`src/rtl/hsp_pkg.sv`:
```
package hsp_pkg;
  localparam int DATA_W_DEF = 8;
  localparam int SYNC_STAGES_DEF = 2;

  typedef enum logic {
    DIR_WRITE = 1'b0,
    DIR_READ  = 1'b1
  } hsp_dir_e;
endpackage

```
`src/rtl/hsp_sync.sv`:
```
module hsp_sync #(
  parameter int WIDTH = 1,
  parameter int STAGES = 2,
  parameter logic [WIDTH-1:0] RST_VAL = '0
) (
  input  logic             clk,
  input  logic             rst,
  input  logic [WIDTH-1:0] d,
  output logic [WIDTH-1:0] q
);
  localparam int LAST = STAGES - 1;

  logic [WIDTH-1:0] chain [STAGES];

  always_ff @(posedge clk) begin
    if (rst) chain[0] <= RST_VAL;
    else     chain[0] <= d;
  end

  for (genvar i = 1; i < STAGES; i++) begin : g_stage
    always_ff @(posedge clk) begin
      if (rst) chain[i] <= RST_VAL;
      else     chain[i] <= chain[i-1];
    end
  end

  assign q = chain[LAST];
endmodule

```
`src/rtl/hsp_channel.sv`:
```
module hsp_channel #(
  parameter hsp_pkg::hsp_dir_e DIR = hsp_pkg::DIR_WRITE
) (
  input  logic clk,
  input  logic rst,
  input  logic arm_lvl,
  input  logic stb_rise,
  input  logic rnw_s,
  output logic rdy_n,
  output logic accept,
  output logic done_irq
);
  logic arm_prev;
  logic arm_fall;
  logic dir_match;

  // follows the arm bit even in reset so edge detection is valid at once
  always_ff @(posedge clk) arm_prev <= arm_lvl;

  assign arm_fall  = arm_prev & ~arm_lvl;
  assign dir_match = (rnw_s == logic'(DIR));
  // a new arm edge wins over a completion in the same clock
  assign accept    = stb_rise & dir_match & ~rdy_n & ~arm_fall;

  always_ff @(posedge clk) begin
    if (rst) begin
      rdy_n    <= 1'b1;
      done_irq <= 1'b0;
    end else begin
      done_irq <= accept;
      if (arm_fall)    rdy_n <= 1'b0;
      else if (accept) rdy_n <= 1'b1;
    end
  end

  // falling arm edge leaves the flag armed
  a_r2_arm_on_fall: assert property (@(posedge clk) disable iff (rst)
    $fell(arm_lvl) |=> !rdy_n);

  // rising or held arm bit never pulls an idle flag low
  a_r2_no_arm_on_rise: assert property (@(posedge clk) disable iff (rst)
    (arm_lvl && rdy_n) |=> rdy_n);

  // interrupt lasts one clock only
  a_r4_irq_single: assert property (@(posedge clk) disable iff (rst)
    done_irq |=> !done_irq);

  // interrupt coincides with the flag returning high
  a_r4_irq_with_release: assert property (@(posedge clk) disable iff (rst)
    (done_irq && !$past(rst)) |-> (rdy_n && !$past(rdy_n)));

  // a strobe into an unarmed direction is silent
  a_r7_unarmed_quiet: assert property (@(posedge clk) disable iff (rst)
    (stb_rise && rdy_n) |=> !done_irq);
endmodule

```
`src/rtl/host_slave_port.sv`:
```
module host_slave_port #(
  parameter int DATA_W = hsp_pkg::DATA_W_DEF,
  parameter int SYNC_STAGES = hsp_pkg::SYNC_STAGES_DEF
) (
  input  logic              clk,
  input  logic              rst,
  input  logic [DATA_W-1:0] host_din,
  input  logic              host_rnw,
  input  logic              host_strobe,
  output logic [DATA_W-1:0] host_dout,
  output logic              host_dout_en,
  output logic              host_in_rdy_n,
  output logic              host_out_rdy_n,
  input  logic              ctl_arm_wr,
  input  logic              ctl_arm_rd,
  input  logic              ctl_odata_we,
  input  logic [DATA_W-1:0] ctl_odata,
  output logic [DATA_W-1:0] ctl_idata,
  output logic              irq_wr_done,
  output logic              irq_rd_done
);
  localparam int NDIR = 2;
  localparam int IDX_WR = int'(hsp_pkg::DIR_WRITE);
  localparam int IDX_RD = int'(hsp_pkg::DIR_READ);

  // bit 1: strobe (idle high), bit 0: read/write select
  logic [1:0] host_ctl_s;
  logic       stb_s, rnw_s, stb_d, stb_rise;

  hsp_sync #(.WIDTH(2), .STAGES(SYNC_STAGES), .RST_VAL(2'b10)) u_sync (
    .clk(clk), .rst(rst),
    .d({host_strobe, host_rnw}),
    .q(host_ctl_s)
  );

  assign stb_s = host_ctl_s[1];
  assign rnw_s = host_ctl_s[0];

  always_ff @(posedge clk) begin
    if (rst) stb_d <= 1'b1;
    else     stb_d <= stb_s;
  end

  assign stb_rise = stb_s & ~stb_d;

  logic [NDIR-1:0] arm_vec, rdy_n_vec, accept_vec, irq_vec;

  assign arm_vec[IDX_WR] = ctl_arm_wr;
  assign arm_vec[IDX_RD] = ctl_arm_rd;

  for (genvar g = 0; g < NDIR; g++) begin : g_dir
    hsp_channel #(.DIR(hsp_pkg::hsp_dir_e'(g))) u_chan (
      .clk(clk), .rst(rst),
      .arm_lvl(arm_vec[g]),
      .stb_rise(stb_rise),
      .rnw_s(rnw_s),
      .rdy_n(rdy_n_vec[g]),
      .accept(accept_vec[g]),
      .done_irq(irq_vec[g])
    );
  end

  assign host_in_rdy_n  = rdy_n_vec[IDX_WR];
  assign host_out_rdy_n = rdy_n_vec[IDX_RD];
  assign irq_wr_done    = irq_vec[IDX_WR];
  assign irq_rd_done    = irq_vec[IDX_RD];

  logic [DATA_W-1:0] odata_q;
  logic              drive_next;

  always_ff @(posedge clk) begin
    if (rst) begin
      ctl_idata <= '0;
      odata_q   <= '0;
    end else begin
      if (accept_vec[IDX_WR]) ctl_idata <= host_din;
      if (ctl_odata_we)       odata_q   <= ctl_odata;
    end
  end

  assign drive_next = rnw_s & ~stb_s & ~rdy_n_vec[IDX_RD];

  always_ff @(posedge clk) begin
    if (rst) begin
      host_dout_en <= 1'b0;
      host_dout    <= '0;
    end else begin
      host_dout_en <= drive_next;
      host_dout    <= drive_next ? odata_q : '0;
    end
  end

  // the completed write stored the byte the host held on the bus
  a_r3_latch_on_done: assert property (@(posedge clk) disable iff (rst)
    (irq_wr_done && !$past(rst)) |-> (ctl_idata == $past(host_din)));

  // input register only changes at a completed write
  a_r9_idata_hold: assert property (@(posedge clk) disable iff (rst)
    (!irq_wr_done && !$past(rst)) |-> $stable(ctl_idata));

  // the bus is driven only for an armed read
  a_r6_drive_needs_arm: assert property (@(posedge clk) disable iff (rst)
    (host_dout_en && !$past(rst)) |-> !$past(host_out_rdy_n));

  // read and write completions never coincide
  a_r5_irq_exclusive: assert property (@(posedge clk) disable iff (rst)
    !(irq_wr_done && irq_rd_done));
endmodule

```
`config.mk`:
```
export PLATFORM = sky130hd
export DESIGN_NAME = host_slave_port
export DESIGN_NICKNAME = d
export VERILOG_FILES = /design/src/rtl/hsp_pkg.sv /design/src/rtl/hsp_sync.sv /design/src/rtl/hsp_channel.sv /design/src/rtl/host_slave_port.sv
export SDC_FILE = /design/constraint.sdc
export NUM_CORES = 1
export LEC_CHECK = 0
export ABC_CLOCK_PERIOD_IN_PS = 1400
export BUFFER_PORTS_ARGS = -buffer_cell sky130_fd_sc_hd__buf_2
export CAP_MARGIN = 5
export CORE_ASPECT_RATIO = 0.75
export CORE_MARGIN = 2
export CORE_UTILIZATION = 44
export CTS_BUF_LIST = sky130_fd_sc_hd__clkbuf_8
export CTS_CLUSTER_DIAMETER = 100
export CTS_CLUSTER_SIZE = 10
export DETAILED_ROUTE_END_ITERATION = 8
export GPL_ROUTABILITY_DRIVEN = 0
export PLACE_DENSITY = 0.76
export REMOVE_ABC_BUFFERS = 1
export SLEW_MARGIN = 10
export SYNTH_ARGS = -nofsm -noshare
export SYNTH_HDL_FRONTEND = slang
export SYNTH_HIERARCHICAL = 1
export SYNTH_SLANG_ARGS = --single-unit
```
`constraint.sdc`:
```
create_clock -name clk -period 1.4 [get_ports clk]
set_input_delay 0.14 -clock clk [delete_from_list [all_inputs] [get_ports clk]]
set_output_delay 0.14 -clock clk [all_outputs]
set_load 0.01 [all_outputs]
```
# [Word level (Yosys, flattened, before mapping)]
# Memory sizes are Yosys's and may differ from the RTL's.
# Cells that the tools add are included.
[totals] out_inout_bits=21 ff_bits=32 word_cells=47 mem_bits_rw=4 n_memories=1
[op_classes] bitwise_logic=23 muxes=9 n_reduce_logical=3
[mem_list] name="u_sync.chain" depth=2 word_bits=2 read_ports=2 rd_clocked_by_memory_dff=0 write_ports=2 line_no="hsp_sync.sv:13" text="logic [WIDTH-1:0] chain [STAGES];"
[op_table] cell="bitwise AND 1 bit" n=11
[op_table] cell="NOT 1 bit" n=10
[op_table] cell="2-to-1 mux 1 bit" n=7
[op_table] cell="2-to-1 mux 2 bit" n=2
[op_table] cell="nonzero test 2 bit" n=2
[op_table] cell="OR 1 bit" n=2
[op_table] cell="OR reduction 2 bit" n=1

# [Longest topological paths before layout]
# Gate-level depths: netlist of run 1.
[logic_depth] ltp_word=7 mapped_depth=6

# [Hierarchy]
# Netlist of run 1, hierarchy kept.
[modules_own_cells] module="host_slave_port" seq_area_each_um2=520.5 area_each_um2=852.1 instances=1 cells_per_inst=73
[modules_own_cells] module="hsp_channel (g_dir[0].u_chan)" seq_area_each_um2=60.1 area_each_um2=107.6 instances=1 cells_per_inst=10
[modules_own_cells] module="hsp_sync" seq_area_each_um2=80.1 area_each_um2=105.1 instances=1 cells_per_inst=8
[modules_own_cells] module="hsp_channel (g_dir[1].u_chan)" seq_area_each_um2=60.1 area_each_um2=102.6 instances=1 cells_per_inst=9

# [Worst setup path before layout of run 1]
# No wires, ideal clock.
[synth_path] path_type="flip-flop to flip-flop" from="mem u_sync.chain[1][1]" to="reg ctl_idata[3]" period_less_slack_ns=1.424 setup_time_ns=0.128 slack_ns=-0.024 n_path_buf=1 arrival_ns=1.297 path_stages_with_launch=7 cell_sequence="dfxtp_1 -> nor2b_1 -> nand2b_1 -> nor3_1 -> buf_2 -> mux2i_1 -> nor2_1"
[synth_lines] element="start, declared" line_no="hsp_sync.sv:13"
[synth_lines] element="end signal, assigned" line_no="host_slave_port.sv:76" text="if (accept_vec[IDX_WR]) ctl_idata <= host_din;"
[synth_lines] element="end, declared" line_no="host_slave_port.sv:18" text="output logic [DATA_W-1:0] ctl_idata,"

# [Worst setup path in the final report of run 1]
[layout_path] from="in ctl_arm_wr" to="reg ctl_idata[3]"
[layout_between] elab_chain_len=4
[layout_lines] element="start, declared" line_no="host_slave_port.sv:14" text="input logic ctl_arm_wr,"
[layout_lines] element="NOT 1 bit" line_no="hsp_channel.sv:20" text="assign arm_fall = arm_prev & ~arm_lvl;"
[layout_lines] element="bitwise AND 1 bit" line_no="hsp_channel.sv:20"
[layout_lines] element="NOT 1 bit" line_no="hsp_channel.sv:23" text="assign accept = stb_rise & dir_match & ~rdy_n & ~arm_fall;"
[layout_lines] element="bitwise AND 1 bit" line_no="hsp_channel.sv:23"
[layout_lines] element="net accept_vec[0]" line_no="host_slave_port.sv:46" text="logic [NDIR-1:0] arm_vec, rdy_n_vec, accept_vec, irq_vec;"
# The timed path passes the listed nets, and every way through them passes these cells.
# A chain may end at the register's enable or synchronous reset.

==> results.py, run 1 <==
metrics = {
    "worst_setup_path": {
        "reg2reg_slack_ps": 120,
        "required_ps": 1560,
        "startpoint_type": "input port",
        "end_kind": "flip-flop",
        "worstReg2RegStart": "u_sync/chain[1][1]$_SDFF_PP1_",
        "r2r_cells": 6,
        "arrival_ps": 1440,
        "critPathKind": "input port to flip-flop",
        "crit_fanout": 8,
        "reg2reg_to": "ctl_idata[3]$_SDFFE_PP0P_",
    },
    "global_routing": {
        "grt_overflow": 0,
        "grt_pass1_wl_um": 3256,
        "grt_max_degree": 27,
        "antenna_found_initial": 0,
        "grt.total_usage_pct": 13.94,
        "grt_pass1_vias": 774,
    },
    "logic_synthesis": {
        "ys_warn_count": 6,
        "syn_inst": 99,
        "postSynthAreaPerCell_um2": 11.74,
        "synthesis.area_mm2": 0.001162,
    },
    "cells_and_area": {
        "finalCoreUtilization_pct": 60.89,
        "fin_area_mm2": 0.001560,
        "syn_to_final_growth_pct": 34.23,
        "final_layout_size_suffix_gt1_share_pct": 41.18,
        "n_fill_cell": 223,
        "num_antenna_cells": 0,
        "fin_nets": 175,
    },
    "clocking": {
        "cts_tree": "yes",
        "clk_latency_ps": 270,
        "cts_buffers": 5,
        "path_clk_slew_ps": 60,
        "h-tree-depth": 2,
        "clock_sinks": 36,
        "clk_path_buf_depth": 2,
        "root_buffer": "clkbuf_8",
    },
    "run_status": {
        "status": "complete, no violations",
    },
    "die": {
        "core_mm2": 0.002562,
        "dieArea_mm2": 0.003073,
        "dieHeight_um": 48.51,
        "die_w_um": 63.35,
        "initial_core_util_pct": 45.36,
        "core.rowCount": 16,
        "io_pins": 44,
    },
    "route": {
        "dr.pass1.iters": 3,
        "drtIter0Drc": 8,
        "post_drt_wl_per_cell_um": 10.10,
        "ant_nets": 0,
        "vias": 823,
        "wl_um": 1908,
        "vias_per_cell": 4.354,
        "drc": 0,
    },
    "pwr": {
        "ir_drop_mv": 0.8050,
        "p_per_area_mw_per_mm2": 1200,
        "power.total_mw": 1.873,
        "p_leak_nw": 0.7349,
    },
    "sta": {
        "clock.fmax_mhz": 778.4,
        "finalCritPeriodShare_pct": 91.76,
        "slew_headroom_pct": 72.85,
        "hold_violations": 0,
        "tightest_slew_ps": 405.5,
        "fin_skew_ps": 1.913,
        "finalMaxSlewViolations": 0,
        "layout_min_cycle_time_ps": 1285,
        "setup_violations": 0,
        "whs_ps": 50.58,
    },
    "placed_design": {
        "placed_area_mm2": 0.001428,
        "portBuffers": 43,
        "dp_hpwl_um": 1414,
    },
    "min_path": {
        "min_from": "host_strobe",
        "hold_class": "input port to flip-flop",
        "min_path_cells": 2,
        "hold_end": "u_sync/chain[0][1]$_SDFF_PP1_",
    },
    "run": {
        "maxCapViolations": 0,
    },
}
==> registers in the layout (all words and copies together) (netlist names) <==
name                   cells
stb_d                      1
odata_q                    8
u_sync/chain               4
g_dir.u_chan/done_irq      2
host_dout                  8
g_dir.u_chan/rdy_n         2
host_dout_en               1
ctl_idata                  8
g_dir.u_chan/arm_prev      2
==> layer usage <==
layer | global-route usage, % | routed length, um
met2 | 24.39 | 993
met5 | 0 | 0
met4 | 9.058 | 27
met1 | 14.48 | 809
met3 | 4.186 | 76
==> critical path, stage by stage <==
cell and delay, ps:
dlygate4sd3_1 520, buf_2 110, nor2b_2 50, nor3_2 180, buf_6 180, mux2i_2 210
nor2_1 50
==> where the power goes <==
group          internal (mW)  switching, mW  total, mW
clock                  0.386          0.307      0.693
combinational         0.0607         0.0507      0.111
sequential              1.05         0.0160       1.07
total                   1.50          0.374       1.87
==> area by class of cell <==
cell class	count	area, um^2	share of cell area (%)
inverter	1	3.754	0.2406
sequential	36	720.7	46.19
clock buffer	6	82.58	5.293
multi-input combinational	58	424.2	27.19
timing repair buffer	50	276.5	17.72
clock inverter	2	7.507	0.4812
tap	36	45.04	2.887
==> how the worst max path moves through the flow <==
stage	end	slack, ps	from	depth (start not counted)
detailed placement	ctl_idata[4]$_SDFFE_PP0P_	10	u_sync/chain[1][1]$_SDFF_PP1_	6
global route	ctl_idata[7]$_SDFFE_PP0P_	-6	u_sync/chain[1][1]$_SDFF_PP1_	6
floorplan	ctl_idata[0]$_SDFFE_PP0P_	-570	u_sync/chain[1][1]$_SDFF_PP1_	5
global placement	ctl_idata[2]$_SDFFE_PP0P_	70	u_sync/chain[1][1]$_SDFF_PP1_	6
CTS	ctl_idata[2]$_SDFFE_PP0P_	20	u_sync/chain[1][1]$_SDFF_PP1_	6
finish	ctl_idata[3]$_SDFFE_PP0P_	120	ctl_arm_wr	7
==> per-stage QoR <==
step	worst slack [ps]	setup TNS (ps)	cells
final	115.3	0	189
after global routing	-5.919	-5.919	189
after CTS	19.76	0	188
after detailed placement	13.96	0	178
after global placement	70.96	0	178
after floorplan	-565.7	-4526	95
==> cell usage in the layout, fill, tap and decap left out <==
master,instances
o21bai_1,1
or2_1,2
inv_1,3
and2_1,8
nor4_2,2
nor2b_2,3
a21oi_1,1
dlygate4sd3_1,2
buf_2,43
nand2_1,1
nor2b_1,2
nor4b_4,1
dfxtp_1,36
nand2b_1,1
buf_4,4
nor3_2,1
mux2i_1,15
clkbuf_8,6
nor2_1,17
or2_2,1
a22oi_1,1
mux2i_2,1
buf_6,1
==> repair_timing <==
item / 4_1_cts / 5_1_grt
setup buffers: 0 / 1
endpoints found under the hold margin: 2 / 0
pin swaps: 0 / 1
hold buffers: 2 / 0
setup endpoints to repair: 1 / 8
resized for setup: 1 / 3
Power figures use the tool's default switching activity.
==> run 2, diff against run 1 <==
CORE_UTILIZATION = 45   (was 44)
SYNTH_HIERARCHICAL = not set   (was 1)
==> run 2 against run 1 <==
Non-clock buffer count decreased by 3. Hold slack got worse by 0.79 ps. Clock-buffer cell count unchanged. Utilization increased by 0.27 points. Sequential cell count unchanged. Register-to-register slack improved by 100 ps. Clock skew increased by 2.1 ps. Wire length increased by 13%. Die area increased by 3.7%. First-iteration DRC count increased to 2.8 times the previous value. Power increased by 0.94%. Synthesized area increased by 6.4%. Largest power group unchanged. Highest routed layer unchanged.
==> results.py, run 2 <==
metrics = {
    "run_status": {
        "status": "complete, no violations",
    },
    "placed_design": {
        "portBuffers": 43,
        "placed_area_mm2": 0.001481,
        "dp_hpwl_um": 1545,
    },
    "route": {
        "drc": 0,
        "dr.pass1.iters": 2,
        "wl_um": 2149,
        "post_drt_wl_per_cell_um": 11.13,
        "ant_nets": 0,
        "drtIter0Drc": 22,
        "vias": 839,
        "vias_per_cell": 4.347,
    },
    "worst_setup_path": {
        "arrival_ps": 1420,
        "worstReg2RegStart": "u_sync.chain[1][1]$_SDFF_PP1_",
        "required_ps": 1580,
        "critPathKind": "input port to flip-flop",
        "reg2reg_to": "ctl_idata[1]$_SDFFE_PP0P_",
        "r2r_cells": 4,
        "crit_fanout": 9,
        "end_kind": "flip-flop",
        "reg2reg_slack_ps": 220,
        "startpoint_type": "input port",
    },
    "clocking": {
        "cts_tree": "yes",
        "ctsResizeCount": 0,
        "clk_path_buf_depth": 2,
        "path_clk_slew_ps": 60,
        "cts_buffers": 5,
        "root_buffer": "clkbuf_8",
        "h-tree-depth": 2,
        "postCtsSetupBuffers": 0,
        "cts_hold_buf": 2,
        "clk_latency_ps": 280,
        "clock_sinks": 36,
    },
    "logic_synthesis": {
        "yosysTopAreaCell": "dfxtp_1",
        "postSynthAreaPerCell_um2": 11.55,
        "yosysMostFrequentCell": "dfxtp_1",
        "yosys.cell_types.count": 19,
        "synthTopCellsByArea": "dfxtp_1 (58%), mux2i_1 (13%), nand2b_1 (8.6%)",
        "async_flop_share_pct": 0,
        "synth_commonest_cells": "dfxtp_1 (36), nand2b_1 (17), mux2i_1 (16)",
        "ys_warn_count": 0,
        "synth-edff-count": 0,
        "ys_ff_latch": 36,
        "syn_inst": 107,
        "synth-seq-area-share_pct": 58.30,
        "synthesis.area_mm2": 0.001236,
        "yosysTopAreaCellShare_pct": 58.30,
        "ys_dominant_reg_cell": "dfxtp_1",
    },
    "die": {
        "core_mm2": 0.002603,
        "die_w_um": 64.52,
        "dieHeight_um": 49.39,
        "io_pins": 44,
        "dieArea_mm2": 0.003187,
        "initial_core_util_pct": 47.50,
        "core.rowCount": 16,
    },
    "pwr": {
        "p_sw_mw": 0.3858,
        "p_per_area_mw_per_mm2": 1188,
        "seq_power_share_pct": 56.4,
        "combPwrFrac_pct": 6.2,
        "power.share.clock_pct": 37.4,
        "switching_share_pct": 20.41,
        "ir_drop_mv": 0.6661,
        "intPower_mw": 1.505,
        "p_leak_nw": 0.7538,
    },
    "sta": {
        "hold_violations": 0,
        "setup_violations": 0,
        "slew_headroom_pct": 82.40,
        "finalSetupTns_ps": 0,
        "rsz0062_at_grt": "no",
        "layout_min_cycle_time_ps": 1242,
        "clock.fmax_mhz": 804.9,
        "finalMaxSlewViolations": 0,
        "finalCritPeriodShare_pct": 88.75,
        "tightest_slew_ps": 263.5,
        "fin_skew_ps": 3.964,
    },
    "cells_and_area": {
        "fin_area_mm2": 0.001592,
        "num_antenna_cells": 0,
        "fin_nets": 179,
        "top_regs": "ctl_idata: 8 flops, host_dout: 8 flops, odata_q: 8 flops",
        "final_common_cell": "buf_2",
        "syn_to_final_growth_pct": 28.75,
        "layout_common_cells": "buf_2 (43), dfxtp_1 (36), nand2b_1 (17)",
        "final_layout_size_suffix_gt1_share_pct": 36.94,
    },
    "min_path": {
        "min_from": "host_strobe",
        "hold_class": "input port to flip-flop",
        "hold_end": "u_sync.chain[0][1]$_SDFF_PP1_",
        "min_path_cells": 2,
    },
    "global_routing": {
        "grt_pass1_vias": 854,
        "grt_max_degree": 33,
        "antenna_found_initial": 0,
        "grt.total_usage_pct": 15.73,
        "grt_overflow": 0,
        "grt_pass1_wl_um": 3622,
    },
    "run": {
        "maxCapViolations": 0,
    },
}
==> run 2: stage by stage <==
| step | utilization, % | worst slack, ps | hold slack (ps) | total power [mW] | cells |
|---|---|---|---|---|---|
| after floorplan | - | 144.8 | 167.7 | 1.141 | 102 |
| after global placement | 56.92 | 292.5 | 257.9 | 1.198 | 183 |
| after detailed placement | 56.92 | 199.4 | 261.3 | 1.203 | 183 |
| after CTS | 61.15 | 153.0 | 47.11 | 1.924 | 193 |
| after global routing | 61.15 | 99.94 | 44.22 | 1.991 | 193 |
| final | 61.15 | 157.5 | 49.78 | 1.891 | 193 |
==> run 2: kinds of logic after synthesis <==
| kind of cell | count (synthesis) | share of synthesized area (%) |
|---|---|---|
| compound gates | 4 | 2.530 |
| buf+inv | 6 | 2.732 |
| flops | 36 | 58.30 |
| mux | 16 | 12.96 |
| simple gates | 45 | 23.48 |
==> run 2: worst max path at each step <==
stage	from	endpoint	slack, ps	cells past startpoint
2_1_floorplan	u_sync.chain[1][1]$_SDFF_PP1_	ctl_idata[0]$_SDFFE_PP0P_	140	3
3_3_place_gp	u_sync.chain[1][1]$_SDFF_PP1_	ctl_idata[0]$_SDFFE_PP0P_	290	4
3_5_place_dp	u_sync.chain[1][1]$_SDFF_PP1_	ctl_idata[3]$_SDFFE_PP0P_	200	4
4_1_cts	ctl_arm_wr	g_dir[0].u_chan.done_irq$_SDFF_PP0_	150	6
6_report	ctl_arm_wr	g_dir[0].u_chan.done_irq$_SDFF_PP0_	160	6
5_1_grt	ctl_arm_wr	g_dir[0].u_chan.done_irq$_SDFF_PP0_	100	6
==> run 2: power groups by stage <==
stage / sequential (mW) / combinational [mW] / clock (mW)
after CTS: 1.07 / 0.119 / 0.738
after global routing: 1.07 / 0.128 / 0.794
after detailed placement: 1.09 / 0.113 / 0
final: 1.07 / 0.116 / 0.707
after global placement: 1.09 / 0.110 / 0
after floorplan: 1.09 / 0.0518 / 0
==> run 2: critical path, cell delays in order <==
cell and delay [ps]:
dlygate4sd3_1 530, buf_2 120, nor2b_1 230, nor4_4 50
buf_4 180, and2b_1 160
==> run 2: per-layer routing <==
layer | wire [um] | GRT usage, % | part of all wire, %
met5 | 0 | 0 | 0
met4 | 55 | 9.574 | 2.6
met3 | 150 | 6.697 | 7.0
met2 | 946 | 24.65 | 44
met1 | 996 | 17.76 | 46
==> run 2: final cells by class <==
| type | instances | area (um^2) |
|---|---|---|
| Timing Repair Buffer | 47 | 250.2 |
| Multi-Input combinational cell | 65 | 481.7 |
| Sequential cell | 36 | 720.7 |
| Tap cell | 36 | 45.04 |
| Inverter | 1 | 3.754 |
| Clock buffer | 6 | 82.58 |
| Clock inverter | 2 | 7.507 |
| Fill cell | 229 | 1011 |
